===== src/rtl/cmpr_pkg.sv =====
package cmpr_pkg;
  localparam int unsigned DEF_WIDTH = 8;

  typedef struct packed {
    logic cout;
    logic carry;
    logic sum;
  } cell_out_t;
endpackage


===== src/rtl/cmpr_fa.sv =====
module cmpr_fa (
  input  logic x,
  input  logic y,
  input  logic z,
  output logic s,
  output logic c
);
  always_comb begin
    s = x ^ y ^ z;
    c = (x & y) | (x & z) | (y & z);
  end
endmodule


===== src/rtl/cmpr_cell42.sv =====
module cmpr_cell42
  import cmpr_pkg::*;
(
  input  logic x1,
  input  logic x2,
  input  logic x3,
  input  logic x4,
  input  logic cin,
  output logic sum,
  output logic carry,
  output logic cout
);
  logic      mid_s;
  cell_out_t res;

  // First adder sees only primary inputs, so cout is free of cin.
  cmpr_fa u_fa_hi (.x(x1), .y(x2), .z(x3), .s(mid_s), .c(res.cout));
  // Second adder folds in x4 and the horizontal carry.
  cmpr_fa u_fa_lo (.x(mid_s), .y(x4), .z(cin), .s(res.sum), .c(res.carry));

  always_comb begin
    sum   = res.sum;
    carry = res.carry;
    cout  = res.cout;
  end
endmodule


===== src/rtl/cmpr_row42.sv =====
module cmpr_row42 #(
  parameter int unsigned PW = 16
) (
  input  logic [PW-1:0] ra,
  input  logic [PW-1:0] rb,
  input  logic [PW-1:0] rc,
  input  logic [PW-1:0] rd,
  output logic [PW-1:0] srow,
  output logic [PW-1:0] crow
);
  // Horizontal chain: hz[k] enters column k; column 0 gets zero.
  logic [PW-1:0] hz;
  assign hz[0]   = 1'b0;
  assign crow[0] = 1'b0;

  for (genvar k = 0; k < PW - 1; k++) begin : g_col
    cmpr_cell42 u_cell (
      .x1   (ra[k]),
      .x2   (rb[k]),
      .x3   (rc[k]),
      .x4   (rd[k]),
      .cin  (hz[k]),
      .sum  (srow[k]),
      .carry(crow[k+1]),
      .cout (hz[k+1])
    );
  end

  // Top column: only the weight of this column fits in the product.
  assign srow[PW-1] = ra[PW-1] ^ rb[PW-1] ^ rc[PW-1] ^ rd[PW-1] ^ hz[PW-1];
endmodule


===== src/rtl/cmpr_rca.sv =====
module cmpr_rca #(
  parameter int unsigned PW = 16
) (
  input  logic [PW-1:0] xa,
  input  logic [PW-1:0] xb,
  output logic [PW-1:0] total
);
  logic [PW-1:0] rip;
  assign rip[0] = 1'b0;

  for (genvar k = 0; k < PW - 1; k++) begin : g_bit
    cmpr_fa u_fa (
      .x(xa[k]), .y(xb[k]), .z(rip[k]), .s(total[k]), .c(rip[k+1])
    );
  end

  assign total[PW-1] = xa[PW-1] ^ xb[PW-1] ^ rip[PW-1];
endmodule


===== src/rtl/cmpr_tree_mult.sv =====
module cmpr_tree_mult
  import cmpr_pkg::*;
#(
  parameter int unsigned WIDTH   = DEF_WIDTH,  // power of two, at least 4
  parameter bit          REG_OUT = 1'b1
) (
  input  logic               clk,
  input  logic               rst_n,
  input  logic [WIDTH-1:0]   opa,
  input  logic [WIDTH-1:0]   opb,
  input  logic               op_valid,
  output logic               op_ready,
  output logic [2*WIDTH-1:0] product,
  output logic               prod_valid,
  input  logic               prod_ready
);
  localparam int unsigned PW     = 2 * WIDTH;
  localparam int unsigned LEVELS = $clog2(WIDTH) - 1;

  logic [PW-1:0] pp [WIDTH];
  logic [PW-1:0] comb_prod;

  // Partial products: AND terms shifted to the weight of each opb bit.
  for (genvar i = 0; i < WIDTH; i++) begin : g_pp
    assign pp[i] = PW'({WIDTH{opb[i]}} & opa) << i;
  end

  // Reduction levels: each halves the number of rows.
  for (genvar l = 0; l <= LEVELS; l++) begin : g_lvl
    localparam int unsigned NR = WIDTH >> l;
    logic [PW-1:0] rows [NR];
    if (l == 0) begin : g_src
      for (genvar i = 0; i < NR; i++) begin : g_cp
        assign rows[i] = pp[i];
      end
    end else begin : g_red
      for (genvar g = 0; g < NR / 2; g++) begin : g_grp
        cmpr_row42 #(.PW(PW)) u_row (
          .ra  (g_lvl[l-1].rows[4*g]),
          .rb  (g_lvl[l-1].rows[4*g+1]),
          .rc  (g_lvl[l-1].rows[4*g+2]),
          .rd  (g_lvl[l-1].rows[4*g+3]),
          .srow(rows[2*g]),
          .crow(rows[2*g+1])
        );
      end
    end
  end

  cmpr_rca #(.PW(PW)) u_cpa (
    .xa   (g_lvl[LEVELS].rows[0]),
    .xb   (g_lvl[LEVELS].rows[1]),
    .total(comb_prod)
  );

  if (REG_OUT) begin : g_reg
    logic [PW-1:0] prod_q;
    logic          vld_q;
    logic          take;

    assign op_ready = !vld_q || prod_ready;
    assign take     = op_valid && op_ready;

    always_ff @(posedge clk) begin
      if (!rst_n) begin
        vld_q <= 1'b0;
      end else if (op_ready) begin
        vld_q <= op_valid;
      end
    end

    always_ff @(posedge clk) begin
      if (take) prod_q <= comb_prod;
    end

    assign product    = prod_q;
    assign prod_valid = vld_q;
  end else begin : g_comb
    assign op_ready   = prod_ready;
    assign prod_valid = op_valid;
    assign product    = comb_prod;
  end
endmodule


===== config.mk =====
export PLATFORM = sky130hd
export DESIGN_NAME = cmpr_tree_mult
export DESIGN_NICKNAME = d
export VERILOG_FILES = /design/src/rtl/cmpr_pkg.sv /design/src/rtl/cmpr_fa.sv /design/src/rtl/cmpr_cell42.sv /design/src/rtl/cmpr_row42.sv /design/src/rtl/cmpr_rca.sv /design/src/rtl/cmpr_tree_mult.sv
export SDC_FILE = /design/constraint.sdc
export NUM_CORES = 1
export LEC_CHECK = 0
export BUFFER_PORTS_ARGS = -buffer_cell sky130_fd_sc_hd__buf_4
export CAP_MARGIN = 10
export CELL_PAD_IN_SITES_DETAIL_PLACEMENT = 1
export CELL_PAD_IN_SITES_GLOBAL_PLACEMENT = 1
export CORE_AREA = 2 2 87 89
export DETAILED_ROUTE_END_ITERATION = 7
export DIE_AREA = 0 0 89 91
export GPL_TIMING_DRIVEN = 0
export MAX_ROUTING_LAYER = met4
export PLACE_DENSITY = 0.74
export SLEW_MARGIN = 20
export SYNTH_ARGS = -nofsm -noshare
export SYNTH_HDL_FRONTEND = slang
export SYNTH_HIERARCHICAL = 1
export SYNTH_SLANG_ARGS = --single-unit

===== constraint.sdc =====
create_clock -name clk -period 7.85 [get_ports clk]
set_input_delay 0.785 -clock clk [delete_from_list [all_inputs] [get_ports clk]]
set_output_delay 0.785 -clock clk [all_outputs]
set_load 0.01 [all_outputs]

# --- Yosys cells after proc, flatten, opt, wreduce, memory -nomap -nowiden ---
# Cells that the tools add are included.
op_classes:
  div: 0
  addsub: 0
  shift: 0
  mux: 0
  n_mul: 0
  n_reduce_logical: 3
  eq_ne: 0
  magnitude_cmp: 0
  bitwise_logic: 530
op_table:
  columns: ["operator", "count"]
  rows:
  - ["$and 1x1->1", 183]
  - ["$or 1x1->1", 140]
  - ["$xor 1x1->1", 137]
  - ["$and 8x8->8", 8]
  - ["$and 1x1->1 const AB", 20]
  - ["$xor 1x1->1 const B", 14]
  - ["$and 1x1->1 const A", 12]
  - ["$xor 1x1->1 const AB", 10]
  - ["$and 1x1->1 const B", 4]
  - ["$xor 1x1->1 const A", 2]
  - ["$logic_and 1x1->1", 1]
  - ["$logic_not 1->1", 1]
  - ["$logic_or 1x1->1", 1]
word_totals:
  latchBits: 0
  output_inout_bits: 18
  input_bits: 20
  register_bits: 17
  mem_bits_ro: 0
  memories: 0
  elab_cells: 535
  ram_bits: 0

# --- Logic depth before layout (Yosys ltp) ---
# Gate-level depths: netlist of run 1.
depth:
  depth_word: 40
  depth_mapped: 21
  mapped_depth_nobuf: 21

# --- Modules after synthesis ---
# The synthesis of run 1 kept the hierarchy.
by_module_without_submodules:
  columns: ["module", "area_each_um2", "seq_area_each_um2", "cells_per_inst", "n_inst"]
  rows:
  - ["cmpr_fa", 20.0, 0.0, 1, 105]
  - ["cmpr_tree_mult", 942.2, 500.5, 86, 1]
  - ["cmpr_row42", 51.3, 0.0, 5, 3]
  - ["cmpr_rca", 27.5, 0.0, 2, 1]

# --- Worst setup path before layout of run 1 ---
# No wires, ideal clock.
synth_path:
  path_kind: "input port to flip-flop"
  start: "in opb[5]"
  end: "reg g_reg.prod_q[15], in the netlist product[15] (data pin)"
  path_buffers: 0
  path_stages: 16
  arrival_time_ps: 7142
  setup_time_ps: 269
  path_slack_ps: 439
  required_time_ps: 7581
  cell_sequence: "and2_1 > fa_1 > fa_1 > fa_1 > fa_1 > fa_1 > fa_1 > fa_1 > fa_1 > fa_1 > fa_1 > fa_1 > fa_1 > fa_1 > fa_1 > xor3_1"
synth_lines:
  columns: ["item", "line_no", "text"]
  rows:
  - ["start: declaration", "cmpr_tree_mult.sv:10", "input logic [WIDTH-1:0] opb,"]
  - ["end signal: assignment", "cmpr_tree_mult.sv:73", "if (take) prod_q <= comb_prod;"]
  - ["end: declaration", "cmpr_tree_mult.sv:57", "logic [PW-1:0] prod_q;"]

==> reports/results.ini, run 1 <==
[power_and_ir_drop]
vdd_drop_max_mv=0.176
p_per_area_mw_per_mm2=270
leakagePower_uw=0.00182

[place]
placed_cell_area_mm2=0.00387
place.gp.congestion=0.838
dp_hpwl_um=5460
port_buffers=37

[route]
wl_um=6020
ant_nets=0
via_count=1809
wl_per_cell_um=14.5
vias_per_cell=4.37
drc_errors=0
drt_pass1_iterations=4
drt-initial-drc-count=43

[finish]
insertedDiodeCount=0
stdcell_area_mm2=0.00392
syn2layout_area_growth_pct=21.6
drive_gt1_share_pct=15.2
nNetsFinal=441

[cts]
numCtsBuffers=3
clock_path_buffers=2
clk_pin_slew_ps=80
post_cts.repair.setup_buffers=0
cts_tree=yes
numClockSinks=17
htree_levels=1
clk_latency_ps=260
cts_root_buf=clkbuf_8

[sta]
finalSetupViolations=0
rsz0062_at_grt=no
slew_violations=0
hold_slack_ps=511
fmax_mhz=132
final.period_utilization_pct=96.3
finalHoldViolations=0
layout_min_cycle_time_ps=7560
fin_skew_ps=9.60
tns_ps=0

[floorplanning]
core_mm2=0.00714
std_cell_rows=31
die-area_mm2=0.00810
start_util_pct=45.2
fp.dieW_um=89
die_h_um=91
io_pins=38

[critical_path]
worstSetupPathType=in -> reg
path_max_fanout=8
worst_ep_required_time_ps=7860
setup.worst_path.start_class=input port
slowest_delay_ps=560
crit_arrival_ps=7570
worstSetupEndpointType=flop
path_cells=buf_4, and2_1, fa_1, fa_1, fa_1, fa_1, fa_1, fa_1, fa_1, fa_2, fa_1, fa_1, fa_1, fa_1, fa_1, fa_1, xor3_1
cp_common_cell=fa_1
cp_slowest_cell=fa_1

[yosys]
ys_seq_elements=17
ys_top_cells_by_area=fa_1 (65%), edfxtp_1 (15%), and2_1 (12%)
yosysTopAreaCellShare_pct=65.2
synth_area_leader_cell=fa_1
synthFlopType=edfxtp_1
syn-cell-area_mm2=0.00323
yosys_warnings=6
synthMostInstantiatedCell=fa_1
synth_edf_count=16
synthCells=208
async_flop_share_pct=0
syn_avg_cell_area_um2=15.5
ys_types=14
ys_seq_area_share_pct=15.5
synthTopCellsByCount=fa_1 (105), and2_1 (64), edfxtp_1 (16), conb_1 (5)

[run]
cap_viol_max_count=0

[grt]
grt_max_degree=17
grt-ovfl-total=0
antenna_found_initial=0
grt_usage_pct=18.5
grt_first_pass_wirelength_um=10900
grt_pass1_vias=2287

[hold_path]
worstHoldPathType=reg -> reg

[outcome]
run_status=completed

==> per-layer routing <==
metal | up-vias | track usage (%) | share of wire (%)
met1 | 994 | 24.1 | 41
met3 | 6 | 2.36 | 3.4
met5 | - | - | 0
met4 | 0 | 4.73 | 1.5
li1 | 778 | - | -
met2 | 31 | 30.9 | 54
==> worst max-delay path: cells and delay by family <==
kind          cells  cell delay (ps)
buf+inv           1              140
simple gates      1              170
fa+ha+maj        14             6260
xor+xnor          1              190
==> final timing paths <==
path,from,cells after the start,slack [ps],to
setup reg to reg,prod_valid$_SDFFE_PN0P_,2,6790,product[5]$_DFFE_PP_
hold reg to reg,prod_valid$_SDFFE_PN0P_,2,510,prod_valid$_SDFFE_PN0P_
hold / removal,prod_valid$_SDFFE_PN0P_,2,510,prod_valid$_SDFFE_PN0P_
setup / recovery,opb[1],17,290,product[15]$_DFFE_PP_
==> power breakdown <==
part           switching [µW]  internal, µW
Sequential               11.1           221
Combinational             371           388
Clock                    34.1          35.3
Total                     416           644
==> registers in the layout, summed over array words and instances, names as in the netlist <==
signal	count
product	16
prod_valid	1
==> cells by family (layout without fill, tap and decap cells) <==
kind of cell / Yosys count / after routing / share of synthesized area, %
AO/OA/AOI/OAI: 1 / 1 / 0.349
flip-flops: 17 / 17 / 15.5
AND/OR/NAND/NOR: 66 / 66 / 13.1
adder cells (fa/ha/maj): 105 / 105 / 65.2
XOR/XNOR: 10 / 10 / 4.46
buffers and inverters: 4 / 45 / 0.814
other: 5 / 71 / 0.582
==> cells in the final DEF, fill, tap and decap left out <==
cell / Yosys / routed
nand2b_4: 1 / 1
and2_1: 64 / 64
and2_4: 1 / 1
buf_4: 3 / 40
clkinv_2: 0 / 1
edfxtp_1: 16 / 16
fa_2: 0 / 1
clkbuf_8: 0 / 3
inv_1: 1 / 1
xor3_1: 1 / 1
conb_1: 5 / 71
dfxtp_1: 1 / 1
xnor3_1: 3 / 3
xnor2_1: 3 / 3
xor2_1: 3 / 3
fa_1: 105 / 104
a21boi_2: 1 / 1
==> cell type report <==
type | instances | area (µm²)
fillers | 780 | 3210
multi-input cells | 253 | 2950
flip-flops and latches | 17 | 500
repair buffers | 37 | 278
well taps | 99 | 124
clock buffers | 3 | 41.3
plain buffers | 3 | 22.5
clock inverters | 1 | 5.00
inverters | 1 | 3.75
==> timing repair <==
action                     CTS  global route
hold buffers                 0             0
hold endpoints to repair     0             0
gates resized for setup      0             1
setup endpoints to repair    0             1
==> through the flow <==
step / worst slack [ps] / cells / util (%) / power, µW
after detailed placement: -139 / 410 / 54.3 / 998
final: 294 / 414 / 55.0 / 1060
after floorplan: 439 / 274 / - / 763
after CTS: 148 / 414 / 54.9 / 1070
after global routing: 64.6 / 414 / 55.0 / 1200
after global placement: -54.7 / 410 / 54.3 / 955
No activity file was read; power rests on OpenSTA's default activity.
==> run 2, diff against run 1 <==
--- a/config.mk
+++ b/config.mk
@@ -9,14 +9,14 @@
 export CAP_MARGIN = 10
 export CELL_PAD_IN_SITES_DETAIL_PLACEMENT = 1
 export CELL_PAD_IN_SITES_GLOBAL_PLACEMENT = 1
-export CORE_AREA = 2 2 87 89
+export CORE_AREA = 2 2 76 78
 export DETAILED_ROUTE_END_ITERATION = 7
-export DIE_AREA = 0 0 89 91
+export DIE_AREA = 0 0 78 80
 export GPL_TIMING_DRIVEN = 0
+export HOLD_SLACK_MARGIN = 0.1
 export MAX_ROUTING_LAYER = met4
 export PLACE_DENSITY = 0.74
 export SLEW_MARGIN = 20
 export SYNTH_ARGS = -nofsm -noshare
 export SYNTH_HDL_FRONTEND = slang
-export SYNTH_HIERARCHICAL = 1
 export SYNTH_SLANG_ARGS = --single-unit
==> run 2 against run 1 <==
Maximum frequency increased by 18%; critical path depth increased by 8; critical path type unchanged; sequential share of layout area increased by 6.5 points; via count decreased by 22%; clock skew decreased by 9.1 ps.
==> reports/results.ini, run 2 <==
[outcome]
run_status=completed  ; unchanged

[route]
drt-initial-drc-count=25  ; was 43
vias_per_cell=4.66  ; was 4.37
drc_errors=0  ; unchanged
wl_per_cell_um=13.3  ; was 14.5 µm
drt_pass1_iterations=3  ; was 4
wl_um=4050  ; was 6020 µm
via_count=1418  ; was 1,809
ant_nets=0  ; unchanged

[cts]
htree_levels=1  ; unchanged
cts_resized=0  ; unchanged
numClockSinks=17  ; unchanged
post_cts.repair.setup_buffers=0  ; unchanged
clock_path_buffers=2  ; unchanged
numCtsBuffers=3  ; unchanged
hold_buffers=0  ; unchanged
cts_root_buf=clkbuf_8  ; unchanged
cts_tree=yes  ; unchanged
clk_latency_ps=260  ; about the same
clk_pin_slew_ps=70  ; was 80 ps

[sta]
fin_skew_ps=0.529  ; was 9.60 ps
finalSetupViolations=0  ; unchanged
layout_min_cycle_time_ps=6400  ; was 7560 ps
final.period_utilization_pct=81.6  ; was 96.3%
hold_slack_ps=505  ; was 511 ps
max_slew.worst_pin.slew_ps=782
slew_violations=0  ; unchanged
finalWorstSetupSlack_ps=1450  ; was 294 ps
tns_ps=0  ; unchanged
finalHoldViolations=0  ; unchanged
rsz0062_at_grt=no  ; unchanged
fmax_mhz=156  ; was 132 MHz
relSlewSlack_pct=47.9

[floorplanning]
io_pins=38  ; unchanged
std_cell_rows=27  ; was 31
start_util_pct=40.3  ; was 45.2%
fp.dieW_um=78  ; was 89 µm
core_mm2=0.00541  ; was 0.00714 mm²
die_h_um=80  ; was 91 µm
die-area_mm2=0.00624  ; was 0.00810 mm²

[yosys]
yosysTopAreaCellShare_pct=43.1  ; was 65.2%
ys_types=10  ; was 14
syn-cell-area_mm2=0.00218  ; was 0.00323 mm²
synthFlopType=edfxtp_1  ; unchanged
yosys_warnings=0  ; was 6
ys_seq_elements=17  ; unchanged
async_flop_share_pct=0  ; unchanged
synth_edf_count=16  ; unchanged
synthTopCellsByCount=and2_1 (47), fa_1 (47), inv_1 (45), nand2_1 (18), edfxtp_1 (16)  ; was fa_1 (105), and2_1 (64), edfxtp_1 (16), conb_1 (5)
synthCells=191  ; was 208
ys_top_cells_by_area=fa_1 (43%), edfxtp_1 (22%), and2_1 (13%)  ; was fa_1 (65%), edfxtp_1 (15%), and2_1 (12%)
ys_seq_area_share_pct=22.9  ; was 15.5%
syn_avg_cell_area_um2=11.4  ; was 15.5 µm²
syn_nets=272
synth_area_leader_cell=fa_1  ; unchanged

[power_and_ir_drop]
p_per_area_mw_per_mm2=195  ; was 270 mW/mm²
leakagePower_uw=0.00125  ; was 0.00182 µW
vdd_drop_max_mv=0.100  ; was 0.176 mV

[grt]
grt_max_degree=17  ; unchanged
met2_usage_pct=27.5  ; was 30.9%
grt-ovfl-total=0  ; unchanged
grt_usage_pct=15.5  ; was 18.5%
use_met1_pct=17.6  ; was 24.1%
busiest_layer=met2  ; unchanged
grt_first_pass_wirelength_um=7170  ; was 10,900 µm
grt_pass1_vias=1586  ; was 2,287
grt_use_met3_pct=2.60  ; was 2.36%
antenna_found_initial=0  ; unchanged

[critical_path]
worst_ep_required_time_ps=7870  ; was 7860 ps
worstSetupEndpointType=flop  ; unchanged
path_max_fanout=8  ; unchanged
setup.worst_path.start_class=input port  ; unchanged
worstSetupPathType=in -> reg  ; unchanged
crit_arrival_ps=6420  ; was 7570 ps
ff2ff_path_depth=2  ; unchanged

[hold_path]
min_path_cells=2  ; unchanged
worstHoldPathType=reg -> reg  ; unchanged

[finish]
drive_gt1_share_pct=18.5  ; was 15.2%
layout_common_cells=and2_1 (47), fa_1 (47), inv_1 (45), buf_4 (37), nand2_1 (18)  ; was fa_1 (104), conb_1 (71), and2_1 (64), buf_4 (40), edfxtp_1 (16)
nNetsFinal=314  ; was 441
fillerInstances=603  ; was 780
stdcell_area_mm2=0.00260  ; was 0.00392 mm²
syn2layout_area_growth_pct=19.1  ; was 21.6%
stdcell_count=304  ; was 414
largest_reg_flops=16  ; unchanged
insertedDiodeCount=0  ; unchanged

[place]
placed_cell_area_mm2=0.00255  ; was 0.00387 mm²
pre_cts_ws_ps=1090  ; was -139 ps
dp.cells=300  ; was 410
dp_hpwl_um=3490  ; was 5460 µm
place.gp.congestion=0.786  ; was 0.838
port_buffers=37  ; unchanged

[run]
cap_viol_max_count=0  ; unchanged

==> run 2: cell count changes in the layout (fill, tap and decap cells not counted), sizes merged, moves of 14 or more <==
cell	previous run	this run
and2	65	47
ha	0	14
fa	105	47
inv	1	45
conb	71	0
nand2	0	18
==> run 2: area by class of cell <==
| class | count | area (µm²) | share of cell area (%) |
|---|---|---|---|
| multi-input combinational | 129 | 1510 | 58.2 |
| clock buffer | 3 | 41.3 | 1.59 |
| inverter | 45 | 169 | 6.50 |
| sequential | 17 | 500 | 19.3 |
| timing repair buffer | 37 | 278 | 10.7 |
| clock inverter | 1 | 7.51 | 0.289 |
| tap | 72 | 90.1 | 3.47 |
==> run 2: path summary, 6_finish.rpt <==
| path | startpoint | to | slack, ps |
|---|---|---|---|
| min | prod_valid$_SDFFE_PN0N_ | prod_valid$_SDFFE_PN0N_ | 510 |
| max reg2reg | prod_valid$_SDFFE_PN0N_ | product[0]$_DFFE_PP_ | 6420 |
| min reg2reg | prod_valid$_SDFFE_PN0N_ | prod_valid$_SDFFE_PN0N_ | 510 |
| max | opa[4] | product[15]$_DFFE_PP_ | 1450 |
==> run 2: cell families after synthesis <==
group | count (synthesis) | share of synthesized area (%)
adder cells (fa/ha/maj) | 61 | 51.2
flip-flops | 17 | 22.9
buffers and inverters | 45 | 7.75
AO/OA/AOI/OAI | 1 | 0.516
XOR/XNOR | 1 | 0.402
AND/OR/NAND/NOR | 66 | 17.2
==> run 2: worst max-delay path, stage by stage <==
cell    delay (ps)
buf_4          140
and2_1         170
fa_1           540
inv_1           60
fa_1           530
inv_1           50
fa_1           470
ha_1           300
ha_1           190
inv_1           70
fa_1           160
inv_1           50
fa_1           370
fa_1           390
fa_1           360
inv_1           70
fa_1           190
fa_1           170
inv_1           50
fa_1           400
inv_1           90
fa_1           170
inv_1           60
fa_1           420
xor2_1         170
==> run 2: metal layers <==
layer  vias up  share of wire [%]
li1        642                  -
met4         0                1.6
met3         5                3.2
met5         -                  0
met1       747                 39
met2        24                 56
==> run 2: where the power goes <==
group	internal [µW]	total, µW	switching [µW]
combinational	132	278	146
sequential	150	157	7.34
clock	35.9	71.4	35.5
==> run 2: per-stage QoR <==
stage	total power (µW)	utilization (%)
final	507	48.1
after global routing	574	48.1
after floorplan	346	-
after detailed placement	451	47.2
after global placement	437	47.2
after CTS	525	48.1
==> run 3, diff against run 2 <==
--- a/config.mk
+++ b/config.mk
@@ -5,17 +5,18 @@
 export SDC_FILE = /design/constraint.sdc
 export NUM_CORES = 1
 export LEC_CHECK = 0
+export ABC_AREA = 1
 export BUFFER_PORTS_ARGS = -buffer_cell sky130_fd_sc_hd__buf_4
 export CAP_MARGIN = 10
 export CELL_PAD_IN_SITES_DETAIL_PLACEMENT = 1
 export CELL_PAD_IN_SITES_GLOBAL_PLACEMENT = 1
-export CORE_AREA = 2 2 76 78
+export CORE_AREA = 2 2 77 79
 export DETAILED_ROUTE_END_ITERATION = 7
-export DIE_AREA = 0 0 78 80
+export DIE_AREA = 0 0 79 81
 export GPL_TIMING_DRIVEN = 0
 export HOLD_SLACK_MARGIN = 0.1
 export MAX_ROUTING_LAYER = met4
-export PLACE_DENSITY = 0.74
+export PLACE_DENSITY = 0.76
 export SLEW_MARGIN = 20
 export SYNTH_ARGS = -nofsm -noshare
 export SYNTH_HDL_FRONTEND = slang
==> constraint.sdc (replaced) <==
create_clock -name clk -period 6.4 [get_ports clk]
set_input_delay 0.64 -clock clk [delete_from_list [all_inputs] [get_ports clk]]
set_output_delay 0.64 -clock clk [all_outputs]
set_load 0.01 [all_outputs]
==> run 3 against run 2 <==
Critical path type unchanged; via count is 12% higher; non-clock buffer count is 1 higher; combinational power is 29% higher.
==> reports/results.ini, run 3 <==
[sta]
final.period_utilization_pct=95.8
max_slew.worst_pin.slew_ps=500  ; was 782 ps
fmax_mhz=163
layout_min_cycle_time_ps=6130
tns_ps=0  ; unchanged
slew_violations=0  ; unchanged
finalWorstSetupSlack_ps=271  ; was 1450 ps
fin_skew_ps=0.693  ; was 0.529 ps
rsz0062_at_grt=no  ; unchanged
relSlewSlack_pct=66.7  ; was 47.9%
finalHoldViolations=0  ; unchanged
finalSetupViolations=0  ; unchanged

[outcome]
run_status=completed  ; unchanged

[route]
wl_um=4580  ; was 4050 µm
vias_per_cell=4.46  ; was 4.66
ant_nets=0  ; unchanged
drt_pass1_iterations=2  ; was 3
via_count=1587  ; was 1,418
wl_per_cell_um=12.9  ; was 13.3 µm
drc_errors=0  ; unchanged
drt-initial-drc-count=25  ; unchanged

[place]
dp.cells=352  ; was 300
dp_hpwl_um=4000  ; was 3490 µm
placed_cell_area_mm2=0.00263  ; was 0.00255 mm²
pre_cts_ws_ps=-187  ; was 1090 ps
place.gp.congestion=0.793  ; was 0.786
port_buffers=21  ; was 37

[cts]
clock_path_buffers=2  ; unchanged
numCtsBuffers=3  ; unchanged
hold_buffers=0  ; unchanged
numClockSinks=17  ; unchanged
htree_levels=1  ; unchanged
cts_root_buf=clkbuf_8  ; unchanged
clk_pin_slew_ps=70  ; about the same
clk_latency_ps=260  ; about the same
cts_tree=yes  ; unchanged

[finish]
layout_common_cells=inv_1 (91), nand2_1 (64), fa_1 (44), buf_4 (34), edfxtp_1 (16)  ; was and2_1 (47), fa_1 (47), inv_1 (45), buf_4 (37), nand2_1 (18)
stdcell_count=356  ; was 304
largest_reg_flops=16  ; unchanged
multiInputGateArea_mm2=0.00140  ; was 0.00151 mm²
stdcell_area_mm2=0.00269  ; was 0.00260 mm²
nNetsFinal=363  ; was 314
syn2layout_area_growth_pct=13.5  ; was 19.1%
drive_gt1_share_pct=17.8  ; was 18.5%
layout_commonest_cell=inv_1
regArea_um2=500  ; unchanged
insertedDiodeCount=0  ; unchanged
fillerInstances=698  ; was 603

[grt]
grt_max_degree=11  ; was 17
grt_use_met3_pct=1.67  ; was 2.60%
busiest_layer=met2  ; unchanged
grt_pass1_vias=1811  ; was 1,586
grt_first_pass_wirelength_um=8150  ; was 7170 µm
grt_usage_pct=17.3  ; was 15.5%
use_met1_pct=17.3  ; was 17.6%
grt-ovfl-total=0  ; unchanged
antenna_found_initial=0  ; unchanged
met2_usage_pct=35.3  ; was 27.5%

[yosys]
ys_seq_elements=17  ; unchanged
syn_nets=336  ; was 272
ys_types=13  ; was 10
synthFlopType=edfxtp_1  ; unchanged
ys_top_cells_by_area=fa_1 (40%), edfxtp_1 (20%), inv_1 (15%)  ; was fa_1 (43%), edfxtp_1 (22%), and2_1 (13%)
synthCells=255  ; was 191
async_flop_share_pct=0  ; unchanged
synthMostInstantiatedCell=inv_1
synth_area_leader_cell=fa_1  ; unchanged
ys_seq_area_share_pct=21.2  ; was 22.9%
syn_avg_cell_area_um2=9.28  ; was 11.4 µm²
yosys_warnings=0  ; unchanged
yosysTopAreaCellShare_pct=39.8  ; was 43.1%
syn-cell-area_mm2=0.00237  ; was 0.00218 mm²
synth_edf_count=16  ; unchanged
synthTopCellsByCount=inv_1 (92), nand2_1 (64), fa_1 (47), edfxtp_1 (16), ha_1 (14)  ; was and2_1 (47), fa_1 (47), inv_1 (45), nand2_1 (18), edfxtp_1 (16)

[critical_path]
path_max_fanout=8  ; unchanged
worst_ep_required_time_ps=6410  ; was 7870 ps
crit_arrival_ps=6140  ; was 6420 ps
ff2ff_setup_slack_ps=5120  ; was 6420 ps
setup.worst_path.start_class=input port  ; unchanged
worstSetupEndpointType=flop  ; unchanged
worstSetupPathType=in -> reg  ; unchanged

[power_and_ir_drop]
vdd_drop_max_mv=0.107  ; was 0.100 mV
p_per_area_mw_per_mm2=237  ; was 195 mW/mm²
leakagePower_uw=0.00160  ; was 0.00125 µW

[floorplanning]
io_pins=38  ; unchanged
fp.dieW_um=79  ; was 78 µm
die_h_um=81  ; was 80 µm
std_cell_rows=28  ; was 27
die-area_mm2=0.00640  ; was 0.00624 mm²
start_util_pct=41.7  ; was 40.3%
core_mm2=0.00568  ; was 0.00541 mm²

[run]
cap_viol_max_count=0  ; unchanged

[hold_path]
worstHoldPathType=reg -> reg  ; unchanged

[run 3: cell types whose count changed after synthesis]
cell,before,now
nand2_1,18,64
a21oi_1,0,1
a21oi_2,0,1
buf_4,0,13
inv_1,45,92
a21boi_2,1,0
inv_2,0,1
nand2_2,0,1
buf_6,0,3
and2_1,47,0
nand2b_4,1,0
[run 3: final timing paths]
| check | cells after the start | to | start |
|---|---|---|---|
| setup / recovery | 26 | product[15]$_DFFE_PP_ | opa[3] |
| hold / removal | 2 | prod_valid$_SDFFE_PN0N_ | prod_valid$_SDFFE_PN0N_ |
| setup reg to reg | 2 | product[3]$_DFFE_PP_ | prod_valid$_SDFFE_PN0N_ |
| hold reg to reg | 2 | prod_valid$_SDFFE_PN0N_ | prod_valid$_SDFFE_PN0N_ |
[run 3: what timing repair did]
action,4_1_cts,5_1_grt
hold endpoints to repair,0,0
buffers inserted,0,0
gates resized for setup,0,4
setup endpoints to repair,0,2
[run 3: critical path, cell delays in order]
cell	delay [ps]
buf_4	150
nand2_1	70
inv_1	50
fa_1	490
inv_1	50
fa_1	530
inv_1	60
fa_1	480
ha_1	300
ha_1	190
inv_1	60
fa_1	160
inv_1	50
fa_1	380
fa_2	350
fa_1	360
inv_1	80
fa_2	190
fa_1	170
inv_1	60
fa_1	430
inv_2	70
fa_1	170
inv_1	60
fa_2	380
xor2_1	160
[run 3: stage by stage]
stage | hold slack (ps) | total power, µW | util, %
finish | 523 | 636 | 47.3
global route | 547 | 722 | 47.3
CTS | 525 | 650 | 47.2
detailed placement | 513 | 563 | 46.4
global placement | 484 | 541 | 46.1
floorplan | 545 | 440 | -
[run 3: kinds of logic (layout without fill, tap and decap cells)]
family	after synthesis	count (layout)	synth area share (%)
xor+xnor	1	1	0.370
fa+ha+maj	61	61	47.2
flops	17	17	21.2
compound gates	2	2	0.582
buf+inv	109	135	20.3
simple gates	65	65	10.4
[run 3: final cells by class]
class                   count  share of cell area, %
multi-input cells         129                   52.0
repair buffers             22                   6.29
well taps                  75                   3.49
inverters                  93                   13.0
flip-flops and latches     17                   18.6
clock buffers               3                   1.54
clock inverters             1                  0.186
plain buffers              16                   4.89
[run 3: routing by layer]
layer  vias to the layer above  part of all wire (%)
met1                       821                    36
met4                         0                   1.4
li1                        739                     -
met5                         -                     0
met3                         5                   2.4
met2                        22                    60
[run 3: where the power goes]
group          switching, µW  internal, µW  total, µW
Sequential              9.04           184        193
Combinational            193           166        359
Clock                   40.1          43.3       83.5
